<file path="src/rtl/mb_pkg.sv">
package mb_pkg;
  typedef enum logic [1:0] {
    ST_IDLE,
    ST_LAUNCH,
    ST_WAIT,
    ST_FIN
  } scan_state_e;
endpackage

</file>
<file path="src/rtl/mb_ball_unit.sv">
module mb_ball_unit #(
  parameter int CW = 8,
  parameter int RW = 7,
  parameter int Q  = 8,
  parameter int QW = 16,
  parameter int DW = 17
) (
  input  logic          clk_i,
  input  logic          rst_ni,
  input  logic          start_i,
  input  logic [CW-1:0] px_i,
  input  logic [CW-1:0] py_i,
  input  logic [CW-1:0] cx_i,
  input  logic [CW-1:0] cy_i,
  input  logic [RW-1:0] r_i,
  output logic [QW-1:0] contrib_o,
  output logic          done_o
);
  localparam int NW   = 2 * RW + Q;
  localparam int CNTW = $clog2(NW + 1);

  logic [CW-1:0]   dx, dy;
  logic [DW-1:0]   dsq;
  logic [NW-1:0]   num;
  logic [DW-1:0]   div_q, rem_q, rem_n;
  logic [NW-1:0]   quo_q, quo_n;
  logic [DW:0]     trial;
  logic            ge;
  logic [CNTW-1:0] cnt_q;
  logic            busy_q, done_q, zero_q, sat;
  logic [QW-1:0]   res_q;

  always_comb begin
    dx  = (px_i >= cx_i) ? px_i - cx_i : cx_i - px_i;
    dy  = (py_i >= cy_i) ? py_i - cy_i : cy_i - py_i;
    dsq = DW'(dx) * DW'(dx) + DW'(dy) * DW'(dy);
    num = (NW'(r_i) * NW'(r_i)) << Q;
  end

  // one restoring step per cycle
  always_comb begin
    trial = {rem_q, quo_q[NW-1]};
    ge    = trial >= {1'b0, div_q};
    rem_n = ge ? DW'(trial - {1'b0, div_q}) : trial[DW-1:0];
    quo_n = {quo_q[NW-2:0], ge};
  end

  generate
    if (NW > QW) begin : g_wide
      assign sat = zero_q | (|quo_n[NW-1:QW]);
    end else begin : g_narrow
      assign sat = zero_q;
    end
  endgenerate

  always_ff @(posedge clk_i or negedge rst_ni) begin
    if (!rst_ni) begin
      div_q  <= '0;
      rem_q  <= '0;
      quo_q  <= '0;
      cnt_q  <= '0;
      busy_q <= 1'b0;
      done_q <= 1'b0;
      zero_q <= 1'b0;
      res_q  <= '0;
    end else if (start_i) begin
      div_q  <= dsq;
      rem_q  <= '0;
      quo_q  <= num;
      cnt_q  <= CNTW'(NW);
      busy_q <= 1'b1;
      done_q <= 1'b0;
      zero_q <= (dsq == '0);
    end else if (busy_q) begin
      rem_q <= rem_n;
      quo_q <= quo_n;
      cnt_q <= cnt_q - 1'b1;
      if (cnt_q == CNTW'(1)) begin
        busy_q <= 1'b0;
        done_q <= 1'b1;
        res_q  <= sat ? '1 : quo_n[QW-1:0];
      end
    end
  end

  assign contrib_o = res_q;
  assign done_o    = done_q;
endmodule

</file>
<file path="src/rtl/mb_field_sum.sv">
module mb_field_sum #(
  parameter int          NB     = 4,
  parameter int          QW     = 16,
  parameter int unsigned THRESH = 256
) (
  input  logic [NB*QW-1:0] contrib_i,
  output logic             lit_o
);
  localparam int SW = QW + $clog2(NB) + 1;

  logic [SW-1:0] sum;

  always_comb begin
    sum = '0;
    for (int b = 0; b < NB; b++) begin
      sum = sum + SW'(contrib_i[b*QW +: QW]);
    end
    lit_o = sum > SW'(THRESH);
  end
endmodule

</file>
<file path="src/rtl/mb_scan_ctrl.sv">
module mb_scan_ctrl
  import mb_pkg::*;
#(
  parameter int H_PIX = 180,
  parameter int V_PIX = 90,
  parameter int XW    = 8,
  parameter int YW    = 7,
  parameter int AW    = 14
) (
  input  logic          clk_i,
  input  logic          rst_ni,
  input  logic          start_i,
  input  logic          all_done_i,
  input  logic          lit_i,
  output logic          unit_start_o,
  output logic [XW-1:0] px_o,
  output logic [YW-1:0] py_o,
  output logic          pix_we_o,
  output logic [AW-1:0] pix_addr_o,
  output logic          pix_bit_o,
  output logic          frame_done_o
);
  scan_state_e   state_q;
  logic [XW-1:0] x_q;
  logic [YW-1:0] y_q;
  logic [AW-1:0] idx_q;
  logic          last_x, last_px;

  assign last_x  = (x_q == XW'(H_PIX - 1));
  assign last_px = last_x && (y_q == YW'(V_PIX - 1));

  always_ff @(posedge clk_i or negedge rst_ni) begin
    if (!rst_ni) begin
      state_q      <= ST_IDLE;
      x_q          <= '0;
      y_q          <= '0;
      idx_q        <= '0;
      pix_we_o     <= 1'b0;
      pix_addr_o   <= '0;
      pix_bit_o    <= 1'b0;
      frame_done_o <= 1'b0;
    end else begin
      pix_we_o     <= 1'b0;
      frame_done_o <= 1'b0;
      unique case (state_q)
        ST_IDLE: if (start_i) begin
          x_q     <= '0;
          y_q     <= '0;
          idx_q   <= '0;
          state_q <= ST_LAUNCH;
        end
        ST_LAUNCH: state_q <= ST_WAIT;
        ST_WAIT: if (all_done_i) begin
          pix_we_o   <= 1'b1;
          pix_addr_o <= idx_q;
          pix_bit_o  <= lit_i;
          if (last_px) begin
            state_q <= ST_FIN;
          end else begin
            idx_q   <= idx_q + 1'b1;
            x_q     <= last_x ? '0 : x_q + 1'b1;
            y_q     <= last_x ? y_q + 1'b1 : y_q;
            state_q <= ST_LAUNCH;
          end
        end
        ST_FIN: begin
          frame_done_o <= 1'b1;
          state_q      <= ST_IDLE;
        end
        default: state_q <= ST_IDLE;
      endcase
    end
  end

  assign unit_start_o = (state_q == ST_LAUNCH);
  assign px_o         = x_q;
  assign py_o         = y_q;
endmodule

</file>
<file path="src/rtl/metaball_renderer.sv">
module metaball_renderer #(
  parameter int          H_PIX     = 180,
  parameter int          V_PIX     = 90,
  parameter int          NUM_BALLS = 4,
  parameter int          RW        = 7,
  parameter int          N         = 8,
  parameter int          Q         = 8,
  parameter int unsigned THRESH    = 1 << Q,
  localparam int         XW        = $clog2(H_PIX),
  localparam int         YW        = $clog2(V_PIX),
  localparam int         PIX       = H_PIX * V_PIX,
  localparam int         AW        = $clog2(PIX)
) (
  input  logic                    clk_i,
  input  logic                    rst_ni,
  input  logic                    start_i,
  input  logic [NUM_BALLS*XW-1:0] ball_x_i,
  input  logic [NUM_BALLS*YW-1:0] ball_y_i,
  input  logic [NUM_BALLS*RW-1:0] ball_r_i,
  output logic                    pix_we_o,
  output logic [AW-1:0]           pix_addr_o,
  output logic                    pix_bit_o,
  output logic                    frame_done_o
);
  localparam int CW = (XW > YW) ? XW : YW;
  localparam int DW = 2 * CW + 1;  // holds dx^2 + dy^2 without overflow
  localparam int QW = N + Q;

  logic                    unit_start, lit;
  logic [XW-1:0]           px;
  logic [YW-1:0]           py;
  logic [NUM_BALLS-1:0]    done_vec;
  logic [NUM_BALLS*QW-1:0] contrib;

  mb_scan_ctrl #(
    .H_PIX(H_PIX), .V_PIX(V_PIX), .XW(XW), .YW(YW), .AW(AW)
  ) u_scan (
    .clk_i        (clk_i),
    .rst_ni       (rst_ni),
    .start_i      (start_i),
    .all_done_i   (&done_vec),
    .lit_i        (lit),
    .unit_start_o (unit_start),
    .px_o         (px),
    .py_o         (py),
    .pix_we_o     (pix_we_o),
    .pix_addr_o   (pix_addr_o),
    .pix_bit_o    (pix_bit_o),
    .frame_done_o (frame_done_o)
  );

  for (genvar b = 0; b < NUM_BALLS; b++) begin : g_ball
    mb_ball_unit #(
      .CW(CW), .RW(RW), .Q(Q), .QW(QW), .DW(DW)
    ) u_unit (
      .clk_i     (clk_i),
      .rst_ni    (rst_ni),
      .start_i   (unit_start),
      .px_i      (CW'(px)),
      .py_i      (CW'(py)),
      .cx_i      (CW'(ball_x_i[b*XW +: XW])),
      .cy_i      (CW'(ball_y_i[b*YW +: YW])),
      .r_i       (ball_r_i[b*RW +: RW]),
      .contrib_o (contrib[b*QW +: QW]),
      .done_o    (done_vec[b])
    );
  end

  mb_field_sum #(
    .NB(NUM_BALLS), .QW(QW), .THRESH(THRESH)
  ) u_sum (
    .contrib_i (contrib),
    .lit_o     (lit)
  );
endmodule

</file>
<file path="config.mk">
export PLATFORM = sky130hd
export DESIGN_NAME = metaball_renderer
export DESIGN_NICKNAME = d
export VERILOG_FILES = /design/src/rtl/mb_pkg.sv /design/src/rtl/mb_ball_unit.sv /design/src/rtl/mb_field_sum.sv /design/src/rtl/mb_scan_ctrl.sv /design/src/rtl/metaball_renderer.sv
export SDC_FILE = /design/constraint.sdc
export NUM_CORES = 2
export LEC_CHECK = 0
export BUFFER_PORTS_ARGS = -buffer_cell sky130_fd_sc_hd__buf_2
export CELL_PAD_IN_SITES_DETAIL_PLACEMENT = 1
export CELL_PAD_IN_SITES_GLOBAL_PLACEMENT = 2
export CORE_AREA = 2 2 313 315
export DETAILED_ROUTE_END_ITERATION = 12
export DIE_AREA = 0 0 315 317
export PLACE_DENSITY_LB_ADDON = 0.1
export SETUP_SLACK_MARGIN = 0.15
export SKIP_LAST_GASP = 1
export SYNTH_ARGS = -nofsm -noshare
export SYNTH_HDL_FRONTEND = slang
export SYNTH_SLANG_ARGS = --single-unit
</file>
<file path="constraint.sdc">
create_clock -name clk_i -period 14.1 [get_ports clk_i]
set_input_delay 2.82 -clock clk_i [delete_from_list [all_inputs] [get_ports clk_i]]
set_output_delay 2.82 -clock clk_i [all_outputs]
set_load 0.05 [all_outputs]
</file>
==> metrics.log <==
[metrics] Final Slew Violations: 0
[metrics] number of buffers added to fix hold violations after cts: 0
[metrics] largest net degree at the start of global routing: about 160
[metrics] Root Driver: sky130_fd_sc_hd__clkbuf_16
[metrics] post-cts gate resize count: 0
[metrics] H-tree depth: 2
[metrics] Initial Util: 44.8%
[metrics] Via-to-Cell Ratio: 5.28
[metrics] number of remaining DRC errors: 0
[metrics] largest incremental delay on the critical path: just under 700 ps
[metrics] Post-Syn Area: roughly 43000 um^2
[metrics] cell count after placement: 6042
[metrics] count of synthesis-stage warnings from yosys: 0
[metrics] share of the core filled with cells: 48.4%
[metrics] IO Port Bufs: 107
[metrics] top library cells by usage in the layout, fill and taps aside: sky130_fd_sc_hd__inv_1, sky130_fd_sc_hd__ha_1, sky130_fd_sc_hd__fa_1, sky130_fd_sc_hd__dfrtp_1, sky130_fd_sc_hd__nand2_1
[metrics] count of different cell masters after synthesis: 87
[metrics] fin cells: 6122
[metrics] beginning of the critical path: ball_x_i[0]
[metrics] via count: 32300
[metrics] Worst EP required: around 15000 ps
[metrics] TritonCTS clock tree: built
[metrics] number of clock buffers inserted by TritonCTS: 45
[metrics] first-iteration detailed-routing DRC count: about 1300
[metrics] count of standard-cell rows: about 110
[metrics] uppermost layer routed: met5
[metrics] tightest slew margin relative to the limit: around 13%
[metrics] cell with the most instances on the worst path: sky130_fd_sc_hd__fa_1
[metrics] worst min-delay path startpoint: g_ball[2].u_unit.done_o
[metrics] Tcrit/Tclk final: 74.5%
[metrics] first-pass GRT wire length: about 180000 um
[metrics] post-DP HPWL: ~88000 um
[metrics] WL per Instance: 18.0 um
[metrics] Synth Register Bits: 368
[metrics] kind of capture point of the worst setup path: flip-flop
[metrics] met1 routed wirelength after detailed routing: 54200 um
[metrics] slowest cell on the critical path: sky130_fd_sc_hd__xnor2_1
[metrics] transition time at the pin with the least slew margin: 1300 ps
[metrics] number of clock sinks: 368
[metrics] Routed Antenna Nets: 0
[metrics] Most used DFF post-synth: sky130_fd_sc_hd__dfrtp_1
[metrics] commonest non-fill, non-tap cell in the layout: sky130_fd_sc_hd__inv_1
[metrics] top area cells in the synthesized netlist: sky130_fd_sc_hd__dfrtp_1, sky130_fd_sc_hd__fa_1, sky130_fd_sc_hd__ha_1, sky130_fd_sc_hd__inv_1, sky130_fd_sc_hd__xnor2_1
[metrics] number of I/O pins: 108
[metrics] number of global-route vias before repair: roughly 35000
[metrics] WP data arrival: around 11000 ps
[metrics] unrepaired setup endpoints after global routing: false
[metrics] Die Span Y: between 300 and 400 um
[metrics] Die ar.: ~100000 um^2
[metrics] reg-to-reg setup timing slack: roughly 5000 ps
[metrics] routed length on met3: 3140 um
[metrics] kind of launch point of the worst setup path: input port
[metrics] post-synthesis area per instance: 9.08 um^2
[metrics] # nets final: a little under 6000
[metrics] post-synth net total: 5777
[metrics] core area: about 96000 um^2
[metrics] buffers from clock root to sink, at most: 3
[metrics] maximum operating frequency: ~0.095 GHz
[metrics] antenna violations before repair: 11
[metrics] clock latency on the worst-skew pair: 630 ps
[metrics] FFs w/ async S/R, synth: 100%
[metrics] clock-pin slew of the registers on the worst-case setup and hold paths: roughly 60 ps
[metrics] layout overhead on the synthesized area: 8.07%
[metrics] total wire length after detailed routing: 110000 um
[metrics] total congestion overflow: 0
[metrics] largest fanout of any net on the critical path: 9
[metrics] Final setup viols: 0
[metrics] post-CTS setup buffer count: 0
[metrics] routed length on met2: 51100 um
[metrics] Final TNS setup: 0 ps
[metrics] final setup skew: between 30 and 40 ps
[metrics] path type of the worst setup path: in2reg
[metrics] post-synthesis sequential area ratio: a little over a fifth
[metrics] share of cells above drive strength 1: 6.85%
[metrics] EDFF count, synth: 0
[metrics] post-synth top area share: 21.4%
[metrics] hold violation total from the final report: 0
[metrics] Cells after Synth: 4746
[metrics] final weighted congestion in routability-driven placement: 0.852
[metrics] horizontal die dimension: ~320 um
[metrics] min Tclk post-route: 10500 ps
[metrics] post-synth top area cell: sky130_fd_sc_hd__dfrtp_1
[metrics] class of the tightest hold or removal check: reg2reg
[metrics] number of max-cap violations: 0
[metrics] global-route usage over all layers: 22.8%
[metrics] first-pass detailed-route iteration total: 4
[metrics] status: finished, final reports clean
[metrics] start of the worst register-to-register path: u_scan.px_o[0]
-- metrics by stage --
stage	instance area (um^2)	hold slack [ps]	setup slack, ps
3_5_place_dp	45100	465	2950
4_1_cts	46600	480	3580
2_1_floorplan	43100	442	3860
3_3_place_gp	45100	452	3070
5_1_grt	46600	492	2990
6_report	46600	476	3600
-- area by class of cell --
class,instances,area [um^2]
antenna,1,2.50
clock buffer,64,1320
clock inverter,15,208
fill,11300,49700
inverter,817,3070
multi-input combinational,3439,30400
sequential,368,9210
tap,1276,1600
timing repair buffer,142,821
-- synthesized netlist by cell type, drive strengths merged (6+ instances only) --
cell      n
inv     817
ha      540
fa      400
dfrtp   368
nand2   346
nor2    341
a21oi   254
o21ai   236
xnor2   173
mux2i   144
and2    104
xor2     90
clkbuf   86
a21o     78
o22a     64
nand2b   55
nor3     55
o21bai   51
nand3    48
mux2     44
a211oi   43
buf      36
nor2b    35
o21a     30
nand4    28
or2      28
a31oi    25
and3     23
or3      20
o31ai    17
and4     11
nor4     11
a221oi   10
a311oi   10
o211ai   10
nand3b    9
o22ai     9
a31o      8
nor4b     8
a221o     7
o41ai     7
a211o     6
a21boi    6
-- final timing paths --
check,to,cells after the start
worst max-delay path,g_ball[0].u_unit.zero_q,32
worst min-delay path,g_ball[2].u_unit.done_o,1
worst max register to register,g_ball[0].u_unit.zero_q,32
worst min register to register,g_ball[2].u_unit.done_o,1
max in group asynchronous,g_ball[3].u_unit.busy_q,3
min in group asynchronous,g_ball[0].u_unit.quo_q[13],1
-- layer usage --
| metal | up-vias | track usage (%) |
|---|---|---|
| met4 | 20 | 4.61 |
| met3 | 110 | 2.74 |
| met5 | - | 0 |
| met1 | 16100 | 32.0 |
| li1 | 15800 | - |
| met2 | 309 | 38.0 |
-- registers in the layout, indices dropped and copies added (netlist names), 7 cells and up --
register / cells
g_ball.u_unit.div_q: 68
u_scan.py_o: 7
u_scan.idx_q: 14
u_scan.px_o: 8
g_ball.u_unit.rem_q: 68
g_ball.u_unit.contrib_o: 64
g_ball.u_unit.cnt_q: 20
u_scan.pix_addr_o: 14
g_ball.u_unit.quo_q: 88
-- critical path, delay by kind of cell --
kind	cells	cell delay (ps)
AOI/OAI and AO/OA	8	1650
buffers and inverters	7	430
adders and majority gates	9	3860
and+or+nand+nor	5	1270
xor gates and xnor gates	2	790
muxes	1	180
-- cell families after synthesis --
family | count (synthesis) | share of synthesized area [%]
mux | 188 | 4.51
xor+xnor | 263 | 5.50
flops | 368 | 21.4
simple gates | 1138 | 12.5
fa+ha+maj | 940 | 34.3
compound gates | 910 | 13.6
buf+inv | 939 | 8.29
Power is not shown: default switching activity piles up to over one toggle a cycle in this logic, so the estimate is an artifact.
